==> src/rtl/frameRxPkg.sv <==
`timescale 1ns/1ps
package frameRxPkg;

  localparam logic [7:0]  FlagByte = 8'h7E;
  localparam logic [7:0]  EscByte  = 8'h7D;
  localparam logic [7:0]  EscMask  = 8'h20;
  localparam logic [15:0] CrcInit  = 16'hFFFF;
  localparam logic [15:0] CrcPoly  = 16'h1021;

  // control -> datapath strobes
  typedef struct packed {
    logic       clear;   // flag seen: restart body accumulation
    logic       push;    // one unstuffed body byte in data
    logic [7:0] data;
    logic       accept;  // current body is kept and announced
    logic       beat;    // issue one payload beat
  } rxStrobe_t;

  // datapath -> control status
  typedef struct packed {
    logic frameOk;     // length and CRC checks both pass
    logic frameEmpty;  // no body byte since the last flag
    logic lenNonZero;  // length field of the body in progress is nonzero
    logic lastBeat;    // the beat about to be issued ends the payload
  } rxStatus_t;

  function automatic logic [15:0] crcStep(input logic [15:0] crcIn, input logic [7:0] d);
    logic [15:0] c;
    c = crcIn;
    for (int i = 7; i >= 0; i--) begin
      if (c[15] ^ d[i]) c = {c[14:0], 1'b0} ^ CrcPoly;
      else              c = {c[14:0], 1'b0};
    end
    return c;
  endfunction

endpackage

==> src/rtl/frameRxCtrl.sv <==
`timescale 1ns/1ps
module frameRxCtrl
  import frameRxPkg::*;
#(
  parameter int CountW = 8
) (
  input  logic              clk,
  input  logic              rstN,
  input  logic              inValid,
  input  logic [7:0]        inByte,
  input  rxStatus_t         status,
  output rxStrobe_t         strobe,
  output logic [CountW-1:0] dropCount
);

  localparam logic [CountW-1:0] CountMax = {CountW{1'b1}};

  logic inFrame, inFrameNext;
  logic escPend, escNext;
  logic busy;
  logic dropNow;

  always_comb begin
    strobe      = '0;
    strobe.data = escPend ? (inByte ^ EscMask) : inByte;
    strobe.beat = busy;
    dropNow     = 1'b0;
    escNext     = escPend;
    inFrameNext = inFrame;
    if (inValid) begin
      if (inByte == FlagByte) begin
        strobe.clear = 1'b1;
        escNext      = 1'b0;
        inFrameNext  = 1'b1;
        if (inFrame) begin
          if (escPend) begin
            dropNow = 1'b1;                       // abort sequence
          end else if (!status.frameEmpty) begin
            if (status.frameOk && !busy) strobe.accept = 1'b1;
            else                         dropNow       = 1'b1;
          end
        end
      end else if (inFrame) begin
        if (inByte == EscByte && !escPend) begin
          escNext = 1'b1;
        end else begin
          strobe.push = 1'b1;
          escNext     = 1'b0;
        end
      end
    end
  end

  always_ff @(posedge clk or negedge rstN) begin
    if (!rstN) begin
      inFrame   <= 1'b0;
      escPend   <= 1'b0;
      busy      <= 1'b0;
      dropCount <= '0;
    end else begin
      inFrame <= inFrameNext;
      escPend <= escNext;
      if (strobe.accept)                busy <= status.lenNonZero;
      else if (busy && status.lastBeat) busy <= 1'b0;
      if (dropNow && dropCount != CountMax) dropCount <= dropCount + 1'b1;
    end
  end

endmodule

==> src/rtl/frameRxPath.sv <==
`timescale 1ns/1ps
module frameRxPath
  import frameRxPkg::*;
#(
  parameter int MaxPayload = 32
) (
  input  logic       clk,
  input  logic       rstN,
  input  rxStrobe_t  strobe,
  output rxStatus_t  status,
  output logic       frameValid,
  output logic [7:0] frameCmd,
  output logic [7:0] frameLen,
  output logic       payValid,
  output logic [7:0] payData,
  output logic       payFirst,
  output logic       payLast
);

  // payload plus the two CRC bytes land in the store
  localparam int StoreDepth = MaxPayload + 2;
  // saturation value of the byte count marks an oversize body
  localparam int CapCount   = MaxPayload + 5;
  localparam int CntW       = $clog2(CapCount + 1);
  localparam int IdxW       = $clog2(StoreDepth);

  logic [CntW-1:0] byteCnt;
  logic [15:0]     crcAcc;
  logic            wrBank, rdBank;
  logic [IdxW-1:0] rdIdx;
  logic            overflow, inStore;
  logic [IdxW-1:0] wrIdx;
  logic [7:0]      curLen;

  logic [7:0] bankCmd [2];
  logic [7:0] bankLen [2];
  logic [7:0] bankRd  [2];

  assign overflow = (byteCnt == CntW'(CapCount));
  assign inStore  = (int'(byteCnt) >= 2) && (int'(byteCnt) < 2 + StoreDepth);
  assign wrIdx    = IdxW'(int'(byteCnt) - 2);
  assign curLen   = bankLen[wrBank];

  always_comb begin
    status.frameOk    = (int'(byteCnt) >= 4) && (int'(byteCnt) == int'(curLen) + 4)
                        && !overflow && (crcAcc == 16'h0000);
    status.frameEmpty = (byteCnt == '0);
    status.lenNonZero = (curLen != 8'h00);
    status.lastBeat   = ({1'b0, frameLen} - 9'd1) == 9'(rdIdx);
  end

  for (genvar b = 0; b < 2; b++) begin : gBank
    logic [7:0] cmdReg, lenReg;
    logic [7:0] mem [StoreDepth];
    logic       wrSel;

    assign wrSel = strobe.push && (int'(wrBank) == b);

    always_ff @(posedge clk or negedge rstN) begin
      if (!rstN) begin
        cmdReg <= '0;
        lenReg <= '0;
      end else if (wrSel) begin
        if (byteCnt == CntW'(0)) cmdReg <= strobe.data;
        if (byteCnt == CntW'(1)) lenReg <= strobe.data;
      end
    end

    always_ff @(posedge clk) begin
      if (wrSel && inStore) mem[wrIdx] <= strobe.data;
    end

    assign bankCmd[b] = cmdReg;
    assign bankLen[b] = lenReg;
    assign bankRd[b]  = mem[rdIdx];
  end

  // body accumulation
  always_ff @(posedge clk or negedge rstN) begin
    if (!rstN) begin
      byteCnt <= '0;
      crcAcc  <= CrcInit;
    end else if (strobe.clear) begin
      byteCnt <= '0;
      crcAcc  <= CrcInit;
    end else if (strobe.push) begin
      crcAcc <= crcStep(crcAcc, strobe.data);
      if (!overflow) byteCnt <= byteCnt + CntW'(1);
    end
  end

  // announcement and payload replay
  always_ff @(posedge clk or negedge rstN) begin
    if (!rstN) begin
      frameValid <= 1'b0;
      frameCmd   <= '0;
      frameLen   <= '0;
      payValid   <= 1'b0;
      payData    <= '0;
      payFirst   <= 1'b0;
      payLast    <= 1'b0;
      wrBank     <= 1'b0;
      rdBank     <= 1'b0;
      rdIdx      <= '0;
    end else begin
      frameValid <= 1'b0;
      payValid   <= 1'b0;
      payFirst   <= 1'b0;
      payLast    <= 1'b0;
      if (strobe.accept) begin
        frameValid <= 1'b1;
        frameCmd   <= bankCmd[wrBank];
        frameLen   <= curLen;
        rdBank     <= wrBank;
        wrBank     <= ~wrBank;
        rdIdx      <= '0;
      end else if (strobe.beat) begin
        payValid <= 1'b1;
        payData  <= bankRd[rdBank];
        payFirst <= (rdIdx == '0);
        payLast  <= status.lastBeat;
        rdIdx    <= rdIdx + IdxW'(1);
      end
    end
  end

endmodule

==> src/rtl/frameRx.sv <==
`timescale 1ns/1ps
module frameRx
  import frameRxPkg::*;
#(
  parameter int MaxPayload = 32,
  parameter int CountW     = 8
) (
  input  logic              clk,
  input  logic              rstN,
  input  logic              inValid,
  input  logic [7:0]        inByte,
  output logic              frameValid,
  output logic [7:0]        frameCmd,
  output logic [7:0]        frameLen,
  output logic              payValid,
  output logic [7:0]        payData,
  output logic              payFirst,
  output logic              payLast,
  output logic [CountW-1:0] dropCount
);

  rxStrobe_t strobe;
  rxStatus_t status;

  frameRxCtrl #(.CountW(CountW)) u_ctrl (
    .clk       (clk),
    .rstN      (rstN),
    .inValid   (inValid),
    .inByte    (inByte),
    .status    (status),
    .strobe    (strobe),
    .dropCount (dropCount)
  );

  frameRxPath #(.MaxPayload(MaxPayload)) u_path (
    .clk        (clk),
    .rstN       (rstN),
    .strobe     (strobe),
    .status     (status),
    .frameValid (frameValid),
    .frameCmd   (frameCmd),
    .frameLen   (frameLen),
    .payValid   (payValid),
    .payData    (payData),
    .payFirst   (payFirst),
    .payLast    (payLast)
  );

endmodule

==> config.mk <==
export PLATFORM = sky130hd
export DESIGN_NAME = frameRx
export DESIGN_NICKNAME = d
export VERILOG_FILES = /design/src/rtl/frameRxPkg.sv /design/src/rtl/frameRxCtrl.sv /design/src/rtl/frameRxPath.sv /design/src/rtl/frameRx.sv
export SDC_FILE = /design/constraint.sdc
export NUM_CORES = 1
export LEC_CHECK = 0
export BUFFER_PORTS_ARGS = -buffer_cell sky130_fd_sc_hd__buf_4
export CAP_MARGIN = 20
export CORE_MARGIN = 3
export CORE_UTILIZATION = 50
export CTS_CLUSTER_SIZE = 25
export DETAILED_ROUTE_END_ITERATION = 8
export PLACE_DENSITY = 0.69
export SYNTH_ARGS = -nofsm -noshare
export SYNTH_HDL_FRONTEND = slang
export SYNTH_HIERARCHICAL = 1
export SYNTH_SLANG_ARGS = --single-unit
==> constraint.sdc <==
create_clock -name clk -period 4.2 [get_ports clk]
set_input_delay 0.21 -clock clk [delete_from_list [all_inputs] [get_ports clk]]
set_output_delay 0.21 -clock clk [all_outputs]
set_load 0.01 [all_outputs]
# Yosys cells after proc, flatten, opt, wreduce, memory -nomap -nowiden
# Memory sizes are Yosys's and may differ from the RTL's.
# Index checks and enable logic that the tools add are counted.
[op_classes]
addsub = 6
multipliers = 0
div = 0
magnitude_cmp = 5
eq_ne = 8
n_shift = 0
n_mux = 72
n_bitwise = 22
reduce_logical = 31
[ops]
columns = ["op", "n"]
rows = [
  ["$mux W16", 16],
  ["$mux W13", 8],
  ["$mux W8", 9],
  ["$mux W6", 6],
  ["$eq A7 B32 Y1", 1],
  ["$mux W1", 32],
  ["$not A3 Y3", 8],
  ["$eq A8 B7 Y1 const B", 2],
  ["$logic_not A16 Y1", 1],
  ["$reduce_and A2 Y1", 8],
  ["$add A6 B1 Y6 const B", 2],
  ["$logic_and A1 B1 Y1", 12],
  ["$logic_not A6 Y1", 2],
  ["$add A8 B3 Y9 const B", 1],
  ["$eq A9 B6 Y1", 1],
  ["$sub A8 B1 Y9 const B", 1],
  ["$add A8 B1 Y8 const B", 1],
  ["$ne A8 B8 Y1 const B", 1],
  ["$reduce_bool A2 Y1", 4],
  ["$reduce_bool A8 Y1", 1],
  ["$xor A1 B1 Y1", 8],
  ["$eq A6 B1 Y1 const B", 1],
  ["$eq A6 B6 Y1 const B", 1],
  ["$ge A6 B2 Y1 const B", 1],
  ["9 further kinds", 16],
]
[word_totals]
reg_bits = 101
latchBits = 0
ramBits = 544
romBits = 0
inputBits = 11
output_inout_bits = 36
word_cells = 166
memories = 2
[mem_list]
columns = ["name", "depth", "word_bits", "rd", "rd_clocked_by_memory_dff", "wr", "line_no", "rtl"]
rows = [
  ["u_path.gBank[0].mem", 34, 8, 1, 0, 1, "frameRxPath.sv:54", "logic [7:0] mem [StoreDepth];"],
  ["u_path.gBank[1].mem", 34, 8, 1, 0, 1, "frameRxPath.sv:54", ""],
]

# Logic depth before layout (Yosys ltp)
# Gate-level depths: netlist of run 1.
[depth]
depth_word = 36
mapped_depth = 17
mapped_depth_nobuf = 15

# Cells and area by module
# Netlist of run 1, hierarchy kept.
[by_module_without_submodules]
columns = ["module", "n_inst", "cells_per_inst", "area_per_inst_um2", "seq_area_each_um2"]
rows = [
  ["frameRxPath", 1, 1480, 25864.8, 18607.8],
  ["frameRxCtrl", 1, 66, 651.9, 275.3],
]

# Worst setup path after synthesis of run 1
# Ideal clock, no wire load.
[synth_timing]
path_kind = "register to register"
startpoint = "register u_ctrl.escPend"
endpoint = "register u_path.crcAcc[6]"
arrival_time_ns = 3.776
required_ns = 4.118
slack_ns = 0.343
path_stages_with_launch = 7
n_path_buf = 0
synth_period_minus_slack_ns = 3.857
path_cell_list = "dfrtp_1 xor2_1 xnor2_1 xnor2_1 xor2_1 nor2_1 a211o_1"
[synth_rtl]
columns = ["element", "line_no", "rtl"]
rows = [
  ["start: declaration", "frameRxCtrl.sv:19", "logic escPend, escNext;"],
  ["start signal: assignment", "frameRxCtrl.sv:62", "escPend <= escNext;"],
  ["end signal: assignment", "frameRxPath.sv:82", "crcAcc <= CrcInit;"],
  ["end signal: assignment", "frameRxPath.sv:85", "crcAcc <= CrcInit;"],
  ["end signal: assignment", "frameRxPath.sv:87", "crcAcc <= crcStep(crcAcc, strobe.data);"],
  ["end: declaration", "frameRxPath.sv:28", "logic [15:0] crcAcc;"],
]

==> impl_results.rst, run 1 <==
.. list-table::
   :header-rows: 1

   * - Metric
     - Value
   * - DRC violation count after routing
     - 0
   * - First-pass GRT wire length
     - 92.9 mm
   * - Final weighted congestion in routability-driven placement
     - 0.892
   * - Initial antenna violation count
     - 3
   * - Number of inserted diodes
     - 0
   * - Reported leakage power
     - 10.1 nW
   * - Xor and xnor fraction of the mapped netlist area
     - 1.75%
   * - Total power per unit cell area
     - 454 nW/µm²
   * - Worst EP arrival
     - 4.39 ns
   * - Total Neg Setup Slack
     - 0 ns
   * - Number of warning messages in the yosys log
     - 6
   * - Chip Width
     - 236 µm
   * - Unique cell type count in the Yosys netlist
     - 66
   * - Synthesized flop and latch total
     - 645
   * - Number of hold-slack violations in the final timing report
     - 0
   * - Compound-cell area share of the yosys netlist
     - 4.70%
   * - Final count of negative-setup-slack endpoints
     - 0
   * - Number of clock sinks
     - 645
   * - Cells after synthesis
     - 1546
   * - Signed area change from the synthesized netlist to the final layout
     - 13.1%
   * - Fill cells
     - 3901
   * - Min cycle time layout
     - 3.86 ns
   * - Mean number of vias per cell
     - 6.09
   * - Final core utilization
     - 57.8%
   * - Worst EP required
     - 4.72 ns
   * - Largest net degree at the start of global routing
     - 79
   * - Total routed wirelength
     - 61.2 mm
   * - Iteration-0 DRC count of the detailed router
     - 1564
   * - Final count of pins violating max slew
     - 0
   * - Number of global-route vias before repair
     - 14621
   * - Input/output buffers
     - 46
   * - Total number of placement rows
     - 83
   * - Largest stage delay on the critical path
     - 0.53 ns
   * - Boundary pin count
     - 47
   * - CP max-delay cell
     - sky130_fd_sc_hd__mux2i_1
   * - Endpoint kind of the worst setup timing path
     - flip-flop
   * - Adder-Cell Fraction of Synth Area
     - 0.425%
   * - Met2 wirelength from detailed routing
     - 28.2 mm
   * - Worst Path Buf+Inv
     - 0
   * - Hold crit path type
     - input port to flip-flop
   * - Initial Utilization
     - 51.1%
   * - Routed wirelength normalized by instance count
     - 25.6 µm
   * - Maximum root-to-sink buffer count
     - 3
   * - Insertion delay of the later-clocked pin in the worst-skew pair
     - 0.62 ns
   * - Dominant register cell in the synthesized netlist
     - sky130_fd_sc_hd__edfxtp_1
   * - Total half-perimeter wirelength after legalization and detailed placement
     - 38.0 mm
   * - Vertical die dimension
     - 236 µm
   * - Root buffer selected by CTS
     - sky130_fd_sc_hd__clkbuf_16
   * - Main combinational cell family by area after synthesis
     - multiplexers
   * - # H-tree levels
     - 2
   * - Remaining antenna violation count
     - 0
   * - Largest voltage drop on the vdd net
     - 0.394 mV
   * - Fraction of layout cells with a size suffix above 1
     - 24.0%
   * - Period utilization
     - 92.0%
   * - Overall overflow remaining after global route
     - 0
   * - Critical path launch point type
     - flip-flop
   * - Total Nets Final
     - 1683
   * - Die outline area
     - 55800 µm²
   * - Area share of and/or/nand/nor cells after synthesis
     - 5.11%
   * - Type of the worst setup path
     - flip-flop to flip-flop
   * - Worst path top cell family by delay
     - simple AND/OR/NAND/NOR gates
   * - CP max FO
     - 13
   * - Max-Cap Viols
     - 0
   * - Mux share of post-synthesis cell area
     - 14.5%
   * - GRT Overall Usage
     - 22.0%
   * - Ordered cell list for the critical path
     - mux2i_1 -> ha_1 -> xnor2_1 -> nand2_1 -> nor4_1 -> o21ai_0 -> a2111oi_0 -> nand2b_1 -> nor4_2 -> nor2b_2 -> nand2_1 -> a21oi_1 -> o2111ai_1 -> o21ai_0 -> a311oi_1
   * - Fraction of registers with async set/reset
     - 15.7%
   * - Transition at the pin with the smallest max-transition slack
     - 0.998 ns
   * - Status
     - complete, no violations
   * - Clock-pin slew on the worst setup and hold paths
     - 0.07 ns
   * - TritonCTS clock tree
     - yes
   * - Share of synthesized area occupied by flip-flops and latches
     - 71.2%
   * - Uppermost layer routed
     - met5
   * - Amount of wire on met3 after detailed routing
     - 5.34 mm
   * - Placeable Area
     - 51900 µm²
   * - Number of synthesized flops with an enable pin
     - 544
   * - Achievable frequency
     - 259 MHz
   * - Unrepaired setup endpoints after global routing
     - no
   * - Cell area after technology mapping
     - 26500 µm²
   * - Relative max-transition margin
     - 33.5%
   * - Post-synthesis area per instance
     - 17.2 µm²
   * - WHS
     - 0.132 ns
   * - Number of nets produced by synthesis
     - 1566
   * - Sum of routed wire segments on met1
     - 25.4 mm
   * - DR pass1 iterations
     - 7
   * - Worst clock skew on the final layout
     - 0.0137 ns
   * - Via count
     - 14597
   * - Number of buffers inserted during clock tree synthesis
     - 61
==> sequential cells by signal, indices dropped and copies added (netlist names), 6 cells and up <==
name / flops
u_path/rdIdx: 6
u_path/byteCnt: 6
u_path/frameLen: 8
u_path/gBank.lenReg: 16
u_path/crcAcc: 16
u_path/gBank.mem: 544
u_path/payData: 8
u_path/gBank.cmdReg: 16
u_path/frameCmd: 8
u_ctrl/dropCount: 8
==> tightest hold or removal path: stages <==
cell and delay, ns:
sky130_fd_sc_hd__buf_4 0.11, sky130_fd_sc_hd__or4_4 0.17, sky130_fd_sc_hd__or4_4 0.16, sky130_fd_sc_hd__xnor2_1 0.06
==> timing repair <==
action,in CTS,in global routing
endpoints found under the setup margin,0,4
hold endpoints to repair,51,0
buffers inserted,0,0
hold buffers,3,0
resized for setup,0,1
==> cell usage in the layout (no fill, tap or decap), types with 21 or more instances in the layout <==
| cell | synthesis | final |
|---|---|---|
| sky130_fd_sc_hd__nand3_1 | 32 | 32 |
| sky130_fd_sc_hd__nand2_1 | 34 | 34 |
| sky130_fd_sc_hd__mux2i_1 | 124 | 124 |
| sky130_fd_sc_hd__dfrtp_1 | 85 | 83 |
| sky130_fd_sc_hd__clkbuf_16 | 0 | 63 |
| sky130_fd_sc_hd__mux2_2 | 56 | 56 |
| sky130_fd_sc_hd__clkbuf_1 | 34 | 21 |
| sky130_fd_sc_hd__a22oi_1 | 31 | 31 |
| sky130_fd_sc_hd__a21oi_1 | 45 | 45 |
| sky130_fd_sc_hd__xor2_1 | 22 | 21 |
| sky130_fd_sc_hd__buf_4 | 20 | 140 |
| sky130_fd_sc_hd__xnor2_1 | 31 | 31 |
| sky130_fd_sc_hd__edfxtp_1 | 544 | 544 |
| sky130_fd_sc_hd__mux4_2 | 88 | 88 |
| sky130_fd_sc_hd__nor2_1 | 127 | 127 |
==> cell type report <==
cell class / instances / area (µm²) / share of cell area, %
sequential: 645 / 18900 / 63.0
multi-input combinational: 789 / 7060 / 23.5
clock buffer: 93 / 1780 / 5.93
timing repair buffer: 147 / 1160 / 3.87
tap: 680 / 851 / 2.84
clock inverter: 22 / 185 / 0.617
inverter: 19 / 71.3 / 0.238
==> synth_stat cells (20+ instances only) <==
| cell | count | area share [%] |
|---|---|---|
| sky130_fd_sc_hd__nor2_1 | 127 | 1.8 |
| sky130_fd_sc_hd__mux2i_1 | 124 | 4.7 |
| sky130_fd_sc_hd__xnor2_1 | 31 | 1.0 |
| sky130_fd_sc_hd__mux4_2 | 88 | 7.5 |
| sky130_fd_sc_hd__a22oi_1 | 31 | 0.88 |
| sky130_fd_sc_hd__mux2_2 | 56 | 2.4 |
| sky130_fd_sc_hd__nand3_1 | 32 | 0.60 |
| sky130_fd_sc_hd__clkbuf_1 | 34 | 0.48 |
| sky130_fd_sc_hd__edfxtp_1 | 544 | 62 |
| sky130_fd_sc_hd__xor2_1 | 22 | 0.73 |
| sky130_fd_sc_hd__a21oi_1 | 45 | 0.85 |
| sky130_fd_sc_hd__dfrtp_1 | 85 | 8.0 |
| sky130_fd_sc_hd__buf_4 | 20 | 0.57 |
| sky130_fd_sc_hd__nand2_1 | 34 | 0.48 |
==> worst paths after layout <==
check,startpoint,endpoint,slack [ns],cells past startpoint
max reg2reg,u_path/wrBank$_DFFE_PN0P_,u_path/payData[6]$_DFFE_PN0P_,0.34,15
max,u_path/wrBank$_DFFE_PN0P_,u_path/payData[6]$_DFFE_PN0P_,0.34,15
min in group asynchronous,rstN,u_path/payFirst$_DFF_PN0_,0.26,2
min reg2reg,u_path/gBank[1].lenReg[2]$_DFFE_PN0P_,u_path/gBank[1].lenReg[2]$_DFFE_PN0P_,0.50,1
max in group asynchronous,rstN,u_path/rdIdx[0]$_DFFE_PN0P_,2.90,3
min,inByte[7],u_ctrl/dropCount[3]$_DFFE_PN0P_,0.13,4
==> power by group <==
part	switching (mW)	internal, mW
logic	0.628	0.350
clock network	2.26	3.09
registers	0.148	7.16
total	3.03	10.6
==> per-layer routing <==
layer	track usage [%]	vias to the layer above
li1	-	6311
met5	0	-
met2	33.4	597
met3	6.04	145
met1	30.8	7538
met4	7.99	6
==> metrics by stage <==
stage	std cells	area [µm²]	power, mW	worst slack (ns)
after detailed placement	2277	28000	8.39	0.286
after CTS	2395	30000	13.7	0.244
final	2395	30000	13.6	0.336
after global routing	2395	30000	14.1	0.0233
after floorplan	1546	26500	8.07	0.343
after global placement	2277	28000	8.36	0.490
==> kinds of logic after synthesis <==
logic type,count (synthesis)
muxes,268
and+or+nand+nor,285
AOI/OAI and AO/OA,174
DFF,645
adders and majority gates,9
buffers and inverters,112
xor gates and xnor gates,53
(Power assumes the default switching activity.)
==> run 2: changes to the inputs <==
--- a/config.mk
+++ b/config.mk
@@ -5,12 +5,14 @@
 export SDC_FILE = /design/constraint.sdc
 export NUM_CORES = 1
 export LEC_CHECK = 0
-export BUFFER_PORTS_ARGS = -buffer_cell sky130_fd_sc_hd__buf_4
+export BUFFER_PORTS_ARGS = -buffer_cell sky130_fd_sc_hd__buf_2
 export CAP_MARGIN = 20
+export CORE_ASPECT_RATIO = 1.25
 export CORE_MARGIN = 3
 export CORE_UTILIZATION = 50
 export CTS_CLUSTER_SIZE = 25
 export DETAILED_ROUTE_END_ITERATION = 8
+export MAX_ROUTING_LAYER = met4
 export PLACE_DENSITY = 0.69
 export SYNTH_ARGS = -nofsm -noshare
 export SYNTH_HDL_FRONTEND = slang
==> run 2 against run 1 <==
  * Die area about the same
  * Sequential power about the same
  * Cell area down 1.1%
  * Sequential share of layout area up 0.69 points
  * Via count down 0.18%
  * Clock power up 2%
  * Clock skew up 0.0053 ns
  * Non-clock buffer count down 25
  * Largest cell class unchanged
  * Largest power group unchanged
==> impl_results.rst, run 2 (same netlist as run 1, synthesis figures left out) <==
.. list-table::
   :header-rows: 1

   * - Metric
     - Value
   * - Insertion delay of the later-clocked pin in the worst-skew pair
     - 0.62 ns (about the same)
   * - TritonCTS clock tree
     - yes
   * - Iteration-0 DRC count of the detailed router
     - 1332 (-15%)
   * - Fraction of power consumed by sequential logic
     - 53.1% (-0.5 points)
   * - Vertical die dimension
     - 263 µm (+12%)
   * - Endpoint of the lowest-slack register-to-register path
     - u_path/payData[4]$_DFFE_PN0P_
   * - Worst EP required
     - 4.70 ns (-0.02 ns)
   * - R2r startpoint
     - u_path/wrBank$_DFFE_PN0P_
   * - Max-Cap Viols
     - 0 (unchanged)
   * - Fraction of layout cells with a size suffix above 1
     - 23.1% (-0.95 points)
   * - Initial Utilization
     - 51.0% (-0.087 points)
   * - Achievable frequency
     - 261 MHz (+1.0%)
   * - Number of hold-slack violations in the final timing report
     - 0 (unchanged)
   * - Critical path launch point type
     - flip-flop
   * - Fraction of power spent switching nets
     - 22.4% (+0.11 points)
   * - # Post-CTS Setup Buffers
     - 0 (unchanged)
   * - Routed wirelength normalized by instance count
     - 26.4 µm (+3.5%)
   * - Total net switching power
     - 3.07 mW (+1.3%)
   * - Maximum root-to-sink buffer count
     - 3 (unchanged)
   * - End of the worst hold path
     - u_ctrl/dropCount[3]$_DFFE_PN0P_
   * - Die outline area
     - 55800 µm² (about the same)
   * - Clock network power share
     - 39.7% (+0.5 points)
   * - Cell Int Power
     - 10.7 mW (+0.66%)
   * - Worst-case reg-to-reg path depth
     - 14 (-1)
   * - Min cycle time layout
     - 3.83 ns (-0.0381 ns)
   * - Via count
     - 14570 (-0.18%)
   * - R2r setup slk
     - 0.37 ns (+0.04 ns)
   * - DR pass1 iterations
     - 5 (-2)
   * - Total number of placement rows
     - 93 (+12%)
   * - Largest register FFs
     - 544 (unchanged)
   * - Number of buffers inserted during clock tree synthesis
     - 59 (-3.3%)
   * - Final count of negative-setup-slack endpoints
     - 0 (unchanged)
   * - Final weighted congestion in routability-driven placement
     - 0.922 (+3.4%)
   * - Worst EP arrival
     - 4.33 ns (-0.06 ns)
   * - Final core utilization
     - 57.0% (-0.72 points)
   * - First-pass GRT wire length
     - 93.8 mm (+1.0%)
   * - Hold crit path type
     - input port to flip-flop
   * - Most frequent standard cell in the layout excluding fill and tap cells
     - sky130_fd_sc_hd__edfxtp_1
   * - Remaining antenna violation count
     - 0 (unchanged)
   * - Number of clock sinks
     - 645 (unchanged)
   * - Worst clock skew on the final layout
     - 0.0190 ns (+0.00534 ns)
   * - Root buffer selected by CTS
     - sky130_fd_sc_hd__clkbuf_16
   * - GRT Overall Usage
     - 23.2% (+1.2 points)
   * - Total Neg Setup Slack
     - 0 ns (unchanged)
   * - Period utilization
     - 91.1% (-0.91 points)
   * - Hold path startpoint
     - inByte[6]
   * - Boundary pin count
     - 47 (unchanged)
   * - DRC violation count after routing
     - 0 (unchanged)
   * - Hold path cells
     - 5 (+1)
   * - Largest voltage drop on the vdd net
     - 0.337 mV (-14%)
   * - Unrepaired setup endpoints after global routing
     - no
   * - Type of the worst setup path
     - flip-flop to flip-flop
   * - Status
     - complete, no violations
   * - Relative max-transition margin
     - 34.6% (+1.2 points)
   * - Signed area change from the synthesized netlist to the final layout
     - 11.9%
   * - # H-tree levels
     - 2 (unchanged)
   * - Number of global-route vias before repair
     - 14767 (+1.0%)
   * - Most flops, register
     - u_path/gBank.mem
   * - Mean number of vias per cell
     - 6.20 (+1.7%)
   * - Chip Width
     - 212 µm (-10%)
   * - Transition at the pin with the smallest max-transition slack
     - 0.978 ns (-0.0196 ns)
   * - Commonest cells after routing, fill and taps aside
     - sky130_fd_sc_hd__edfxtp_1 (544), sky130_fd_sc_hd__nor2_1 (127), sky130_fd_sc_hd__mux2i_1 (123)
   * - Endpoint kind of the worst setup timing path
     - flip-flop
   * - Reported leakage power
     - 9.94 nW (-1.6%)
   * - Initial antenna violation count
     - 0 (-3)
   * - Total half-perimeter wirelength after legalization and detailed placement
     - 38.5 mm (+1.4%)
   * - CP max FO
     - 13 (unchanged)
   * - Overall overflow remaining after global route
     - 0 (unchanged)
   * - Total routed wirelength
     - 62.2 mm (+1.6%)
   * - Combinational share of power
     - 7.2% (about the same)
   * - Clock-pin slew on the worst setup and hold paths
     - 0.07 ns (about the same)
   * - Total Nets Final
     - 1656 (-1.6%)
   * - Largest net degree at the start of global routing
     - 77 (-2.5%)
   * - Placeable Area
     - 52000 µm² (+0.17%)
   * - Total power per unit cell area
     - 463 nW/µm² (+1.9%)
   * - Input/output buffers
     - 46 (unchanged)
   * - Number of inserted diodes
     - 0 (unchanged)
   * - Final count of pins violating max slew
     - 0 (unchanged)
run 2: worst max-delay path, stage by stage (launching register included):
cell,delay (ns)
sky130_fd_sc_hd__dfrtp_1,0.42
sky130_fd_sc_hd__buf_4,0.22
sky130_fd_sc_hd__mux2i_1,0.56
sky130_fd_sc_hd__nor3_1,0.13
sky130_fd_sc_hd__xnor2_1,0.17
sky130_fd_sc_hd__a32oi_1,0.18
sky130_fd_sc_hd__a2111oi_0,0.10
sky130_fd_sc_hd__nand2b_1,0.15
sky130_fd_sc_hd__nor4_2,0.06
sky130_fd_sc_hd__nor2b_2,0.56
sky130_fd_sc_hd__nand2b_1,0.34
sky130_fd_sc_hd__a21oi_1,0.24
sky130_fd_sc_hd__o311ai_0,0.20
sky130_fd_sc_hd__a221oi_1,0.29
sky130_fd_sc_hd__nor3_1,0.10
run 2: worst max-delay path by stage:
stage	start	endpoint	slack (ns)
floorplan	u_ctrl/escPend$_DFFE_PN0P_	u_path/crcAcc[6]$_DFFE_PN1P_	0.34
global placement	u_path/wrBank$_DFFE_PN0P_	u_path/payData[3]$_DFFE_PN0P_	0.45
detailed placement	u_path/wrBank$_DFFE_PN0P_	u_path/payData[4]$_DFFE_PN0P_	0.08
CTS	u_path/wrBank$_DFFE_PN0P_	u_path/payData[4]$_DFFE_PN0P_	0.10
global route	u_path/wrBank$_DFFE_PN0P_	u_path/payData[6]$_DFFE_PN0P_	0.08
finish	u_path/wrBank$_DFFE_PN0P_	u_path/payData[4]$_DFFE_PN0P_	0.37
run 2: area by class of cell:
type	count	area, µm²
sequential	645	18900
tap	665	832
clock buffer	71	1540
fill	3878	22300
clock inverter	40	430
multi-input combinational	789	7070
inverter	19	71.3
timing repair buffer	122	838
run 2: what timing repair did:
| action | in CTS | in global routing |
|---|---|---|
| hold endpoints to repair | 60 | 0 |
| gates resized for setup | 0 | 3 |
| hold buffers | 4 | 0 |
| setup endpoints to repair | 0 | 7 |
run 2: per-layer routing:
layer	track usage [%]	vias to the layer above	wire length (µm)
li1	-	6267	-
met1	30.0	7570	24500
met2	37.5	591	31100
met3	3.65	142	4070
met4	8.51	0	2480
met5	-	-	0
run 2: through the flow:
stage	cells	power (mW)	area [µm²]	hold WS [ns]	setup WS, ns
global route	2351	14.2	29700	0.213	0.0801
CTS	2351	13.8	29700	0.171	0.101
detailed placement	2236	8.41	27700	0.412	0.0773
floorplan	1546	8.07	26500	-0.0856	0.343
global placement	2236	8.38	27700	0.398	0.448
finish	2351	13.7	29700	0.222	0.375
run 2: power by group through the flow:
stage	sequential (mW)	clock (mW)	combinational, mW
global route	7.32	5.80	1.08
CTS	7.30	5.55	0.987
global placement	7.42	0	0.953
finish	7.30	5.45	0.993
floorplan	7.37	0	0.693
detailed placement	7.43	0	0.977
